**src/rtl/fpcmp_pkg.sv**
```systemverilog
package fpcmp_pkg;

   typedef enum logic [3:0] {
      PR_OEQ  = 4'd0,
      PR_OLE  = 4'd1,
      PR_OLT  = 4'd2,
      PR_UEQ  = 4'd3,
      PR_ULE  = 4'd4,
      PR_ULT  = 4'd5,
      PR_ULEQ = 4'd6,
      PR_ULTQ = 4'd7,
      PR_UNEQ = 4'd8,
      PR_UN   = 4'd9
   } pred_e;

   localparam int unsigned PRED_COUNT = 10;

   typedef struct packed {
      logic nan;
      logic snan;
      logic zero;
   } class_t;

endpackage

```
**src/rtl/fpcmp_classify.sv**
```systemverilog
module fpcmp_classify #(
   parameter int unsigned EXP_W = 5,
   parameter int unsigned MAN_W = 10
) (
   input  logic [EXP_W+MAN_W:0] value,
   output fpcmp_pkg::class_t    cls
);
   localparam int unsigned W = EXP_W + MAN_W + 1;

   logic exp_ones;
   logic man_nz;
   logic mag_nz;

   assign exp_ones = &value[W-2:MAN_W];
   assign man_nz   = |value[MAN_W-1:0];
   assign mag_nz   = |value[W-2:0];

   assign cls.nan  = exp_ones & man_nz;
   assign cls.snan = exp_ones & man_nz & ~value[MAN_W-1];
   assign cls.zero = ~mag_nz;
endmodule

```
**src/rtl/fpcmp_key.sv**
```systemverilog
module fpcmp_key #(
   parameter int unsigned EXP_W = 5,
   parameter int unsigned MAN_W = 10
) (
   input  logic [EXP_W+MAN_W:0] value,
   input  logic                 is_zero,
   output logic [EXP_W+MAN_W:0] key
);
   localparam int unsigned W = EXP_W + MAN_W + 1;

   logic [W-1:0] canon;

   // both zeros fold onto +0 so they share one key
   assign canon = is_zero ? '0 : value;

   always_comb begin
      if (canon[W-1]) key = ~canon;
      else            key = {1'b1, canon[W-2:0]};
   end
endmodule

```
**src/rtl/fpcmp_eval.sv**
```systemverilog
module fpcmp_eval #(
   parameter int unsigned W = 16
) (
   input  logic [3:0]        pred_code,
   input  fpcmp_pkg::class_t cls_a,
   input  fpcmp_pkg::class_t cls_b,
   input  logic [W-1:0]      key_a,
   input  logic [W-1:0]      key_b,
   output logic              hit,
   output logic              inv
);
   import fpcmp_pkg::*;

   pred_e pr;
   logic  unord;
   logic  any_snan;
   logic  k_eq;
   logic  k_lt;
   logic  code_ok;
   logic  sig_pred;

   assign pr       = pred_e'(pred_code);
   assign unord    = cls_a.nan | cls_b.nan;
   assign any_snan = cls_a.snan | cls_b.snan;
   assign k_eq     = (key_a == key_b);
   assign k_lt     = (key_a < key_b);
   assign code_ok  = (32'(pred_code) < PRED_COUNT);

   always_comb begin
      case (pr)
         PR_OEQ:  hit = ~unord & k_eq;
         PR_OLE:  hit = ~unord & (k_lt | k_eq);
         PR_OLT:  hit = ~unord & k_lt;
         PR_UEQ:  hit = unord | k_eq;
         PR_ULE:  hit = unord | k_lt | k_eq;
         PR_ULT:  hit = unord | k_lt;
         PR_ULEQ: hit = unord | k_lt | k_eq;
         PR_ULTQ: hit = unord | k_lt;
         PR_UNEQ: hit = unord | ~k_eq;
         PR_UN:   hit = unord;
         default: hit = 1'b0;
      endcase
   end

   always_comb begin
      case (pr)
         PR_OLE, PR_OLT, PR_ULEQ, PR_ULTQ: sig_pred = 1'b1;
         default:                          sig_pred = 1'b0;
      endcase
   end

   assign inv = code_ok & (any_snan | (unord & sig_pred));
endmodule

```
**src/rtl/fp_pred_compare.sv**
```systemverilog
module fp_pred_compare #(
   parameter int unsigned EXP_W = 5,
   parameter int unsigned MAN_W = 10
) (
   input  logic                   clk,
   input  logic                   rst_n,
   input  logic [EXP_W+MAN_W:0]   op_a,
   input  logic [EXP_W+MAN_W:0]   op_b,
   input  logic [3:0]             pred_sel,
   output logic                   result,
   output logic                   invalid
);
   import fpcmp_pkg::*;

   localparam int unsigned W     = EXP_W + MAN_W + 1;
   localparam int unsigned N_OPS = 2;

   if (EXP_W < 2 || MAN_W < 2) begin : g_bad_fmt
      $error("fp_pred_compare: exponent and mantissa need at least two bits");
   end

   logic [W-1:0] opnd [N_OPS];
   logic [W-1:0] key  [N_OPS];
   class_t       cls  [N_OPS];

   assign opnd[0] = op_a;
   assign opnd[1] = op_b;

   for (genvar gi = 0; gi < N_OPS; gi++) begin : g_opnd
      fpcmp_classify #(.EXP_W(EXP_W), .MAN_W(MAN_W)) i_cls (
         .value (opnd[gi]),
         .cls   (cls[gi])
      );
      fpcmp_key #(.EXP_W(EXP_W), .MAN_W(MAN_W)) i_key (
         .value   (opnd[gi]),
         .is_zero (cls[gi].zero),
         .key     (key[gi])
      );
   end

   logic hit_c;
   logic inv_c;

   fpcmp_eval #(.W(W)) i_eval (
      .pred_code (pred_sel),
      .cls_a     (cls[0]),
      .cls_b     (cls[1]),
      .key_a     (key[0]),
      .key_b     (key[1]),
      .hit       (hit_c),
      .inv       (inv_c)
   );

   always_ff @(posedge clk) begin
      if (!rst_n) begin
         result  <= 1'b0;
         invalid <= 1'b0;
      end else begin
         result  <= hit_c;
         invalid <= inv_c;
      end
   end

   // ---- checks on the registered outputs against classifier facts ----
   logic primed;
   logic nan_any;
   logic snan_any;
   logic both_zero;

   assign nan_any   = cls[0].nan | cls[1].nan;
   assign snan_any  = cls[0].snan | cls[1].snan;
   assign both_zero = cls[0].zero & cls[1].zero;

   always_ff @(posedge clk) begin
      if (!rst_n) primed <= 1'b0;
      else        primed <= 1'b1;
   end

   assert_reset_clear_R1: assert property (@(posedge clk)
      $past(!rst_n) && primed == 1'b0 |-> !result && !invalid);

   assert_ordered_nan_false_R5: assert property (@(posedge clk) disable iff (!rst_n)
      primed && $past(nan_any) && $past(pred_sel) <= 4'd2 |-> !result);

   assert_unordered_nan_true_R6: assert property (@(posedge clk) disable iff (!rst_n)
      primed && $past(nan_any) && $past(pred_sel) >= 4'd3 && $past(pred_sel) <= 4'd9 |-> result);

   assert_un_tracks_nan_R7: assert property (@(posedge clk) disable iff (!rst_n)
      primed && $past(pred_sel) == 4'd9 |-> result == $past(nan_any));

   assert_zeros_equal_R8: assert property (@(posedge clk) disable iff (!rst_n)
      primed && $past(both_zero) && $past(pred_sel) == 4'd0 |-> result);

   assert_no_nan_no_invalid_R10: assert property (@(posedge clk) disable iff (!rst_n)
      primed && !$past(nan_any) |-> !invalid);

   assert_snan_signals_R11: assert property (@(posedge clk) disable iff (!rst_n)
      primed && $past(snan_any) && $past(pred_sel) <= 4'd9 |-> invalid);

   assert_unused_code_idle_R12: assert property (@(posedge clk) disable iff (!rst_n)
      primed && $past(pred_sel) >= 4'd10 |-> !result && !invalid);
endmodule

```
**config.mk**
```make
export PLATFORM = sky130hd
export DESIGN_NAME = fp_pred_compare
export DESIGN_NICKNAME = d
export VERILOG_FILES = /design/src/rtl/fpcmp_pkg.sv /design/src/rtl/fpcmp_classify.sv /design/src/rtl/fpcmp_key.sv /design/src/rtl/fpcmp_eval.sv /design/src/rtl/fp_pred_compare.sv
export SDC_FILE = /design/constraint.sdc
export NUM_CORES = 1
export LEC_CHECK = 0
export BUFFER_PORTS_ARGS = -buffer_cell sky130_fd_sc_hd__buf_2
export CAP_MARGIN = 20
export CORE_UTILIZATION = 45
export DETAILED_ROUTE_END_ITERATION = 8
export GPL_TIMING_DRIVEN = 0
export PLACE_DENSITY = 0.82
export RECOVER_POWER = 100
export SETUP_SLACK_MARGIN = 0.1
export SLEW_MARGIN = 20
export SYNTH_ARGS = -nofsm -noshare
export SYNTH_HDL_FRONTEND = slang
export SYNTH_SLANG_ARGS = --single-unit
export TNS_END_PERCENT = 10
```
**constraint.sdc**
```tcl
create_clock -name clk -period 7.7 [get_ports clk]
set_input_delay 0.77 -clock clk [delete_from_list [all_inputs] [get_ports clk]]
set_output_delay 0.77 -clock clk [all_outputs]
set_load 0.05 [all_outputs]
```
# --- Word-level counts from Yosys, hierarchy flattened ---
# Index checks and enable logic that the tools add are counted.
word_totals:
  register_bits: 2
  inputBits: 38
  wordCells: 53
  output_inout_bits: 2
classes:
  n_eq_ne: 10
  n_lt_le_gt_ge: 2
  bitwise_logic: 23
  n_mux: 6
  reduce_logical: 10
op_table:
  columns: ["op", "count"]
  rows:
  - ["two-way mux 16 bit", 4]
  - ["inverter 16 bit", 2]
  - ["OR reduction 15 bit", 2]
  - ["OR reduction 10 bit", 2]
  - ["equality test 16 bit", 1]
  - ["equality test 4 x 3 -> 1 bit, second input constant", 4]
  - ["less-than comparator 16 bit", 1]
  - ["AND reduction 5 bit", 2]
  - ["bitwise AND 1 bit", 9]
  - ["equality test 4 x 2 -> 1 bit, second input constant", 2]
  - ["equality test 4 bit, second input constant", 2]
  - ["OR 1 bit", 8]
  - ["one-hot mux 1 bit (8 select lines)", 1]
  - ["equality test 4 x 1 -> 1 bit, second input constant", 1]
  - ["zero test 4 bit", 1]
  - ["less-than comparator 4 bit, second input constant", 1]
  - ["inverter 1 bit", 4]
  - ["OR reduction 2 bit", 2]
  - ["OR reduction 4 bit", 1]
  - ["two-way mux 1 bit", 1]

# --- Depth between registers and ports, before layout ---
logic_depth:
  depth_word: 8
  depth_mapped: 12
  ltp_nobuf: 11

# --- Cells and area by module ---
# A second synthesis with hierarchy kept.
unflattened:
  cells_unflattened: 169
  area_unflattened_um2: 1227.4
modules_own_cells:
  columns: ["module", "instances", "cells_per_inst", "area_per_inst_um2"]
  rows:
  - ["fpcmp_eval", 1, 77, 564.3]
  - ["fpcmp_key", 2, 34, 230.2]
  - ["fpcmp_classify", 2, 10, 75.1]
  - ["fp_pred_compare", 1, 4, 52.6]

# --- Worst setup path before layout ---
# No wires, ideal clock.
synth_timing:
  path_type: "in2reg"
  from: "input port op_a[10]"
  to: "register result"
  required_time_ns: 7.571
  path_buffers: 1
  slack_ns: 4.367
  arrival_time_ns: 3.203
  stages: 11
  path_cell_list: "or4_1 > nor3_4 > nand2b_1 > buf_6 > xnor2_1 > ha_1 > nand4_1 > nor4_1 > nor3_1 > o31ai_1 > a31oi_1"
synth_between:
  elab_chain_len: 8
  word_cells_on_any_way: 20
synth_lines:
  columns: ["element", "line_no", "text"]
  rows:
  - ["start, declared", "fp_pred_compare.sv:7", "input logic [EXP_W+MAN_W:0] op_a,"]
  - ["OR reduction 15 bit", "fpcmp_classify.sv:16", "assign mag_nz = |value[W-2:0];"]
  - ["two-way mux 16 bit", "fpcmp_key.sv:14", "assign canon = is_zero ? '0 : value;"]
  - ["inverter 16 bit", "fpcmp_key.sv:17", "if (canon[W-1]) key = ~canon;"]
  - ["two-way mux 16 bit", "fpcmp_key.sv:17", null]
  - ["less-than comparator 16 bit / equality test 16 bit (equally long branches)", "fpcmp_eval.sv:26, fpcmp_eval.sv:25", null]
  - ["OR 1 bit (tied with other cells)", null, null]
  - ["OR 1 bit (tied with other cells)", "fpcmp_eval.sv:35, fpcmp_eval.sv:37", null]
  - ["one-hot mux 1 bit (8 select lines) *", "fpcmp_eval.sv:30", "case (pr)"]
  - ["end signal, assigned", "fp_pred_compare.sv:59", "result <= hit_c;"]
  - ["end, declared", "fp_pred_compare.sv:10", "output logic result,"]
# Mark *: on every way between the ends. The rest lies on a longest branch, timed or not.
# A chain may end at the register's enable or synchronous reset.

# --- Final worst setup path ---
# Same ends and word-level chain as after synthesis.

==> results <==
- The via count of the first global-routing pass was 969.
- The peak supply drop is roughly 0.07 mV.
- Of the total power, registers draw 10.3%.
- The sequential-to-total area share from yosys stat is under 10%.
- The post-cts sizing count is 0.
- The count of cell instances traversed by the critical path is 12.
- Across all hold checks on the routed design, the worst slack comes to about 0.85 ns.
- The arrival time at the worst endpoint is ~4.1 ns.
- The final sum of negative setup slack is 0 ns.
- The post-layout instance count excluding filler cells is ~200.
- The remaining design rule violation count is 0.
- Setup repair after global routing left no endpoint under its margin.
- At the end of routability-driven placement, the weighted congestion stood at 0.840.
- The final count of pins violating max slew is 0.
- The post-detailed-route wirelength per cell is ~12 um.
- The starting density of the core is 49.9%.
- The number of hold buffers added after CTS was 0.
- The die footprint is around 2500 sq um.
- In the final layout, the share of cells above drive strength 1 is 24.6%.
- The kind of end point of the critical path is a register.
- The largest stage delay on the critical path is ~0.64 ns.
- In the post-route analysis, the smallest setup slack over all paths is roughly 3.7 ns.
- The violation count after the first detailed-routing iteration is 16.
- In this run the cell area of the synthesized design comes to ~1000 sq um.
- The first global-routing pass estimated between 3 and 4 mm of wire.
- The number of buffer and inverter instances along the worst setup path is 2.
- CTS built an H-tree with a depth of 1.
- The synthesized design contains 0 enable-type register cells.
- In this run the remaining antenna-violating nets after routing total 0.
- The largest net degree at the start of global routing is 10.
- Combinational cells account for 69.4% of the total power.
- The total wirelength of the detailed-routed design is 2.38 mm.
- The deepest clock path buffer count is 2.
- The clock drives 2 sinks.
- The switching part of the total is 42.4%.
- The flow ran to the end, and the final reports show no timing, DRC or antenna violations.
- The slew at the pin closest to its max-slew limit is 0.813 ns.
- The core region is 2040 sq um.
- The path category of the worst min-delay check is input port to register.
- Timing analysis after detailed placement gives a worst setup slack of just under 4 ns.
- The clock tree from TritonCTS is done.
- The share of total power dissipated in the clock network is approximately 20%.
- The detailed-route vias per instance is 5.37.
- The leakage power is 0.587 nW.
- The total of buffers placed on input and output ports is 37.
- The placed wire-length estimate after detailed placement is ~2.1 mm.
- Compared with the post-synthesis result, the final layout area differs by 22.2%.
- The category of cells accounting for the largest share of critical-path delay is simple AND/OR/NAND/NOR gates.
- The average cell area after synthesis is a little under 8 sq um.
- The count of final hold-check violations is 0.
- STA puts the critical path data required time at 7.84 ns.
- Max-cap violations in this run came to 0.
- Post-CTS timing repair inserted 0 buffers for setup.
- The post-synthesis cell count is ~130.
- Once placement finished, the instance area stood at between 1000 and 1500 sq um.
- The final worst-path cycle share is 52.0%.
- The count of final setup violators is 0.
- The critical path ends at result.
- The primary flip-flop cell chosen by synthesis mapping is dfxtp_1.
- The worst pin sits at a relative slew slack of a little under half.
- The number of distinct library cells after synthesis is 36.
- The number of antenna violations at the first check in global routing is 0.
- The final route contains roughly 1100 vias.
- The time the worst path needs with I/O delays and setup is roughly 4 ns.
- In the final design database the tool counted ~230 nets.
- Among all stages on the critical path, the largest delay is contributed by nor3_1.
- The number of register bits inferred by synthesis is 2.
- For this run the aggregate overflow at the end of global routing stands at 0.
- The most critical setup path has its startpoint at op_a[10].
- In this run the worst path has a maximum fanout of 9.
- The overall power after layout is about 110 uW.
- The first-pass detailed-route iteration total is 4.
- The peak clock frequency supported by timing is 250 MHz.
- The total internal power is around 63 uW.
- The number of warnings printed during yosys synthesis is 0.
- The post-route cell area is around 1200 sq um.
- The final core utilization is between 60 and 70%.
- The vertical extent of the die is roughly 50 um.
- For this design the ratio of total power to cell area is between 80 and 90 nW/um^2.
- For this design the total switching power over the nets is approximately 46 uW.
- The clock root buffer master is clkbuf_4.
- The floorplan step set the die width to 49.6 um.
- The number of antenna diodes in the final layout is 0.
- The signal on the critical path passes through buf_2 -> or4_1 -> nor3_1 -> nand2b_1 -> buf_6 -> xnor2_1 -> ha_1 -> nand4_1 -> nor4_1 -> nor4bb_1 -> o31ai_1 -> a31oi_1.
- In this run, CTS created clock tree buffers numbering 3.
- The critical path class is input port to register.
- The number of nets produced by synthesis is about 190.
- The sort of element at the start of the critical path is an input port.
- The fraction of registers with async set or reset after synthesis is 0%.
- The clock slew at the register clock pins of the worst setup and hold paths is approximately 0.03 ns.
- The initialized floorplan defines 16 standard-cell rows.
- The overall routing resource usage is 19.8%.
- 40 I/O pins were placed.
- Counting tap cells, the placed design contains a total of 195 instances.
-- cells in the mapped netlist, types with 3 or more instances --
master | instances | share of area (%)
ha_1 | 16 | 20
xnor2_1 | 15 | 13
nor2_1 | 12 | 4.4
nand2_1 | 10 | 3.7
xor2_1 | 17 | 15
buf_6 | 3 | 3.3
nand3_1 | 4 | 2.0
and3_1 | 3 | 1.8
nor4_1 | 5 | 3.1
nand4_1 | 6 | 3.7
a21oi_1 | 8 | 3.9
-- sequential cells by signal (all words and copies together), names as in the netlist --
signal   flops
result       1
invalid      1
-- cell type report --
type / count / area (sq um)
clock buffers: 3 / 22.5
flip-flops and latches: 2 / 40.0
fillers: 210 / 797
multi-input cells: 124 / 926
inverters: 1 / 3.75
plain buffers: 4 / 37.5
repair buffers: 37 / 181
well taps: 27 / 33.8
-- power by group through the flow --
stage          Sequential (mW)  Clock (mW)  Combinational [mW]
6_report                0.0112      0.0222              0.0758
4_1_cts                 0.0112      0.0224              0.0763
3_5_place_dp            0.0113           0              0.0759
3_3_place_gp            0.0113           0              0.0715
5_1_grt                 0.0113      0.0248              0.0852
2_1_floorplan           0.0135           0              0.0481
-- metal layers --
layer,vias to the layer above,share of wire [%],global-route usage (%)
met5,-,0,0
met4,0,0.38,2.86
li1,566,-,-
met2,23,48,36.0
met3,2,3.2,1.23
met1,472,48,25.6
-- kinds of logic (layout without fill, tap and decap cells) --
logic type	count (synthesis)	in the layout	synth area share, %
and+or+nand+nor	56	56	31.8
xor gates and xnor gates	32	32	27.5
AOI/OAI and AO/OA	20	20	13.0
adders and majority gates	16	16	19.7
buffers and inverters	5	45	4.05
DFF	2	2	3.93
-- worst min path at each step --
stage | end | slack (ns) | start | cells past startpoint
final | invalid | 0.85 | rst_n | 2
after global routing | invalid | 0.86 | rst_n | 2
after CTS | invalid | 0.85 | rst_n | 2
after detailed placement | invalid | 1.07 | rst_n | 2
after global placement | invalid | 1.07 | rst_n | 2
after floorplan | invalid | 0.92 | rst_n | 1
-- cells in the final DEF, fill, tap and decap left out, types with 2 or more instances in the layout --
cell	synthesis	final
nand4_1	6	6
or4_1	2	2
nor2b_1	2	2
clkbuf_1	1	4
buf_6	3	3
and3_1	3	3
ha_1	16	16
buf_2	0	34
dfxtp_1	2	2
nor4_1	5	5
nor2_1	12	12
clkbuf_4	0	3
xnor2_1	15	15
xor2_1	17	17
nand3_1	4	4
o21ai_0	2	2
nor3_1	1	2
nand2_1	10	10
a21oi_1	8	8
nand2b_1	2	2
or3_1	2	2
o211ai_1	2	2
No activity file was read; power rests on OpenSTA's default activity.
